===== config.mk =====
export PLATFORM = sky130hd
export DESIGN_NAME = lcd_scan_timing
export DESIGN_NICKNAME = d
export VERILOG_FILES = /design/src/rtl/lcd_scan_pkg.sv /design/src/rtl/lcd_scan_ctrl.sv /design/src/rtl/lcd_scan_datapath.sv /design/src/rtl/lcd_scan_timing.sv
export SDC_FILE = /design/constraint.sdc
export NUM_CORES = 1
export LEC_CHECK = 0
export BUFFER_PORTS_ARGS = -buffer_cell sky130_fd_sc_hd__buf_2
export CORE_MARGIN = 1
export CORE_UTILIZATION = 45
export DETAILED_ROUTE_END_ITERATION = 7
export PLACE_DENSITY = 0.88
export SYNTH_ARGS = -nofsm -noshare
export SYNTH_HDL_FRONTEND = slang
export SYNTH_SLANG_ARGS = --single-unit

===== constraint.sdc =====
create_clock -name clk -period 7 [get_ports clk]
set_input_delay 2.1 -clock clk [delete_from_list [all_inputs] [get_ports clk]]
set_output_delay 2.1 -clock clk [all_outputs]
set_load 0.01 [all_outputs]

===== src/rtl/lcd_scan_pkg.sv =====
package lcd_scan_pkg;
  localparam int ROW_W = 5;

  typedef struct packed {
    logic             load;
    logic [ROW_W-1:0] nextRow;
  } scan_ctl_t;
endpackage


===== src/rtl/lcd_scan_ctrl.sv =====
module lcd_scan_ctrl
  import lcd_scan_pkg::*;
#(
  parameter int COM_N = 16
) (
  input  logic             clk,
  input  logic             rstN,
  input  logic             scanTick,
  input  logic             isMaster,
  input  logic             dualChip,
  input  logic             frameIn,
  output scan_ctl_t        ctl,
  output logic [ROW_W-1:0] curRow,
  output logic             frameQ
);
  localparam int ROWS = 2 * COM_N;
  localparam logic [ROW_W-1:0] LAST_SINGLE = ROW_W'(COM_N - 1);
  localparam logic [ROW_W-1:0] LAST_DUAL   = ROW_W'(ROWS - 1);

  logic             running;
  logic             frameSeen;
  logic [ROW_W-1:0] row;
  logic [ROW_W-1:0] lastRow;
  logic [ROW_W-1:0] stepRow;
  logic             resync;
  logic             wrapHit;
  logic             flipFrame;

  always_comb begin
    lastRow     = (isMaster && !dualChip) ? LAST_SINGLE : LAST_DUAL;
    wrapHit     = running && (row == lastRow);
    stepRow     = (!running || wrapHit) ? '0 : row + 1'b1;
    resync      = !isMaster && (frameIn != frameSeen);
    flipFrame   = scanTick && isMaster && wrapHit;
    ctl.load    = resync || scanTick;
    ctl.nextRow = resync ? '0 : stepRow;
  end

  always_ff @(posedge clk or negedge rstN) begin
    if (!rstN) begin
      row       <= '0;
      running   <= 1'b0;
      frameSeen <= 1'b0;
      frameQ    <= 1'b0;
    end else begin
      frameSeen <= frameIn;
      if (ctl.load) begin
        row     <= ctl.nextRow;
        running <= 1'b1;
      end
      if (flipFrame) frameQ <= ~frameQ;
    end
  end

  assign curRow = row;

  assert_frame_flip_R7: assert property (@(posedge clk) disable iff (!rstN)
    flipFrame |=> (frameQ != $past(frameQ)));
  assert_frame_still_R7: assert property (@(posedge clk) disable iff (!rstN)
    !flipFrame |=> $stable(frameQ));
  assert_resync_row_R8: assert property (@(posedge clk) disable iff (!rstN)
    resync |=> (row == '0));
endmodule


===== src/rtl/lcd_scan_datapath.sv =====
module lcd_scan_datapath
  import lcd_scan_pkg::*;
#(
  parameter int SEG_W = 61,
  parameter int COM_N = 16
) (
  input  logic             clk,
  input  logic             rstN,
  input  logic             isMaster,
  input  scan_ctl_t        ctl,
  input  logic [ROW_W-1:0] linePreset,
  input  logic [SEG_W-1:0] ramData,
  output logic [ROW_W-1:0] ramAddr,
  output logic [SEG_W-1:0] segData,
  output logic [COM_N-1:0] comSel
);
  localparam logic [ROW_W-1:0] SLAVE_BASE = ROW_W'(COM_N);

  logic [ROW_W-1:0] winBase;
  logic [ROW_W-1:0] winOffs;
  logic             inWin;
  logic [COM_N-1:0] selNext;

  assign ramAddr = ctl.nextRow + linePreset;
  assign winBase = isMaster ? '0 : SLAVE_BASE;
  assign winOffs = ctl.nextRow - winBase;
  assign inWin   = (winOffs < SLAVE_BASE);

  for (genvar k = 0; k < COM_N; k++) begin : g_sel
    assign selNext[k] = inWin && (winOffs == ROW_W'(k));
  end

  always_ff @(posedge clk or negedge rstN) begin
    if (!rstN) begin
      segData <= '0;
      comSel  <= '0;
    end else if (ctl.load) begin
      segData <= ramData;
      comSel  <= selNext;
    end
  end

  assert_onehot_R2: assert property (@(posedge clk) disable iff (!rstN)
    $onehot0(comSel));
  assert_hold_R10: assert property (@(posedge clk) disable iff (!rstN)
    !ctl.load |=> ($stable(comSel) && $stable(segData)));
endmodule


===== src/rtl/lcd_scan_timing.sv =====
module lcd_scan_timing
  import lcd_scan_pkg::*;
#(
  parameter int SEG_W = 61,
  parameter int COM_N = 16
) (
  input  logic             clk,
  input  logic             rstN,
  input  logic             scanTick,
  input  logic             isMaster,
  input  logic             dualChip,
  input  logic [ROW_W-1:0] linePreset,
  input  logic             frameIn,
  input  logic [SEG_W-1:0] ramData,
  output logic [ROW_W-1:0] ramAddr,
  output logic [SEG_W-1:0] segData,
  output logic [COM_N-1:0] comSel,
  output logic             frameOut,
  output logic             frameOe
);
  scan_ctl_t        ctl;
  logic [ROW_W-1:0] curRow;
  logic             frameQ;

  lcd_scan_ctrl #(.COM_N(COM_N)) u_ctrl (
    .clk(clk), .rstN(rstN), .scanTick(scanTick), .isMaster(isMaster),
    .dualChip(dualChip), .frameIn(frameIn), .ctl(ctl), .curRow(curRow),
    .frameQ(frameQ)
  );

  lcd_scan_datapath #(.SEG_W(SEG_W), .COM_N(COM_N)) u_data (
    .clk(clk), .rstN(rstN), .isMaster(isMaster), .ctl(ctl),
    .linePreset(linePreset), .ramData(ramData), .ramAddr(ramAddr),
    .segData(segData), .comSel(comSel)
  );

  assign frameOut = isMaster & frameQ;
  assign frameOe  = isMaster;

  // a live common must belong to this chip's half of the scan
  assert_window_R4: assert property (@(posedge clk) disable iff (!rstN)
    (comSel != '0) |-> (isMaster ? (curRow < ROW_W'(COM_N)) : (curRow >= ROW_W'(COM_N))));
  assert_slave_quiet_R9: assert property (@(posedge clk) disable iff (!rstN)
    !isMaster |-> !frameOut);
endmodule


==> metrics.yaml <==
run_status:
  outcome: "complete, no violations"
setup_path:
  rr_worst_depth: 5
  crit_path_cell_trace: "buf_2 -> xnor2_1 -> o21a_1 -> o21ai_4 -> nor2_1 -> ha_1 -> inv_1 -> fa_1 -> inv_1 -> a21o_1 -> a21oi_1 -> xor2_1 -> xnor2_1 -> buf_2"
  crit_cells: 14
  crit_path_end: "ramAddr[4]"
  regToRegStartpoint: "u_ctrl.frameSeen"
  cp_top_family: "compound AO/OA/AOI/OAI gates"
  path_class: "in2out"
  startpoint: "frameIn"
  r2r_setup_slack_ps: 4230
  cp.buffers_inverters: 4
  cp.arrival_ps: 4340
  crit_required_ps: 4900
  start_kind: "input port"
  r2r-end: "u_data.segData[51]"
  slowest_delay_ps: 410
  endpoint_kind: "output pin"
  cpMaxStageDelayCell: "fa_1"
  critPathMaxFanout: 6
sta:
  timing.setup.tns_ps: 0
  hold_ws_ps: 471
  worst_slew_pin_slew_ps: 1060
  period_needed_ps: 6440
  setup_ws_ps: 559
  fmax_ghz: 0.155
  rsz0062_at_grt: "false"
  finalHoldViolations: 0
  finalCritPeriodShare_pct: 92.0
  drv_slew: 0
  setup_viol: 0
  fin_worst_skew_ps: 7.97
  relSlewSlack_pct: 29.3
power:
  totalPowerFinal_mw: 1.18
  worst_ir_drop_vdd_mv: 0.152
  powerDensity_nw_per_um2: 252
  leakage_nw: 2.33
clock_tree:
  post_cts_buffers: 0
  cts_max_path_buffers: 2
  clk_latency_ps: 330
  cts_buffers: 9
  clk_pin_slew_ps: 90
  clkSinkCount: 85
  clockRootBuffer: "clkbuf_8"
  cts_resized: 0
  postCtsHoldBufs: 0
  cts_tree: "yes"
  cts_htree_levels: 3
final_layout:
  final_cell_mix: "buf_2 (154), dfrtp_1 (85), mux2_2 (61), a22o_1 (15)"
  syn_to_final_growth_pct: 28.3
  mostFrequentLayoutCell: "buf_2"
  n_fill_cell: 645
  insertedDiodeCount: 0
  finalNetCount: 487
  drive_above_1_share_pct: 58.6
floorplan:
  die_h_um: 91.8
  die_w_um: 91.8
  start_util_pct: 46.7
  coreArea_um2: 7770
  dieArea_um2: 8430
  row_count: 32
  io_pins: 156
synthesis:
  netlist_instances: 257
  synthFlopType: "dfrtp_1"
  synth-seq-cells: 85
  yosys-top-cells-area: "dfrtp_1 (59%), mux2_2 (19%), a22o_1 (3.6%), ha_1 (1.7%), xnor2_1 (1.2%)"
  synth_edf_count: 0
  ys_seq_area_share_pct: 58.6
  synth_async_sr_flop_share_pct: 100
  syn_nets: 335
  avgSynthCellArea_um2: 14.1
  synth_top_cell_by_area: "dfrtp_1"
  netlist_area_um2: 3630
  yosys.area.top_type_share_pct: 58.6
  ys_warn_count: 0
  ys_types: 42
global_routing:
  use_met1_pct: 22.4
  grt_pass1_wl_mm: 12.2
  grt_start_max_net_pins: 86
  antenna_found_initial: 0
  first_global_vias: 2566
  met2_usage_pct: 31.8
  track_usage_pct: 18.3
  top_usage_layer: "met2"
  overflow: 0
  grt.met3_usage_pct: 4.06
route:
  postRouteAntennaNets: 0
  wl_per_cell_um: 14.6
  vias: 2585
  drtIter0Drc: 59
  drc: 0
  dr.pass1.iters: 4
  routed_wl_mm: 7.52
  viasPerCell: 5.02
place:
  port_buffers: 155
  place_hpwl_mm: 5.44
  place_ws_ps: 547
  place.gp.congestion: 0.801
worst_hold_path:
  hp-class: "reg2reg"
flow_run:
  drv_cap: 0
logic make-up after synthesis:
family / count (synthesis) / share of synthesized area (%)
flops: 85 / 58.6
xor+xnor: 10 / 2.62
simple gates: 35 / 6.07
fa+ha+maj: 6 / 2.28
mux: 62 / 19.2
buf+inv: 23 / 3.21
compound gates: 36 / 8.03
sequential cells by signal, summed over array words and instances (netlist names):
name              count
u_ctrl.curRow         5
u_ctrl.frameQ         1
u_ctrl.frameSeen      1
u_ctrl.running        1
u_data.comSel        16
u_data.segData       61
layout make-up:
cell class	count	area (µm²)	share of cell area [%]
Timing Repair Buffer	156	786	16.9
Inverter	8	30.0	0.645
Clock inverter	6	68.8	1.48
Clock buffer	9	124	2.66
Tap cell	102	128	2.74
Multi-Input combinational cell	149	1390	29.9
Sequential cell	85	2130	45.7
synth_stat cells (2+ instances only):
library cell / count
nand2_1: 9
nor3_1: 2
ha_1: 5
a32o_1: 2
o31ai_1: 2
a21o_1: 2
xnor2_1: 5
a21oi_1: 4
o21a_1: 2
xor2_1: 4
nand3_1: 3
o21ai_0: 2
mux2_2: 61
nor2_1: 7
inv_1: 8
a22o_1: 15
and2_1: 3
buf_4: 5
dfrtp_1: 85
nor4_4: 2
buf_2: 8
how the worst min path moves through the flow:
stage | start | endpoint | slack [ps] | depth (start not counted)
after global placement | u_ctrl.frameQ | u_ctrl.frameQ | 460 | 1
after detailed placement | u_ctrl.frameQ | u_ctrl.frameQ | 460 | 1
after floorplan | u_ctrl.frameQ | u_ctrl.frameQ | 430 | 1
after global routing | u_ctrl.frameQ | u_ctrl.frameQ | 490 | 1
after CTS | u_ctrl.frameQ | u_ctrl.frameQ | 480 | 1
final | u_ctrl.frameQ | u_ctrl.frameQ | 470 | 1
per-stage QoR:
stage               instance area [µm²]  utilization [%]  cells
floorplan                          3630                -    257
global placement                   4460             57.5    500
detailed placement                 4460             57.5    500
CTS                                4660             60.0    515
global route                       4660             60.0    515
finish                             4660             60.0    515
per-layer routing:
metal / routed length, µm / part of all wire, %
met5: 0 / 0
met4: 129 / 1.7
met1: 3180 / 42
met3: 443 / 5.9
met2: 3760 / 50
power by group:
| group | internal, mW | leakage [nW] | switching (mW) |
|---|---|---|---|
| combinational | 0.126 | 1.20 | 0.139 |
| clock | 0.166 | 0.0965 | 0.175 |
| sequential | 0.539 | 1.04 | 0.0310 |
Note: power is estimated with default switching activity, not from simulation.
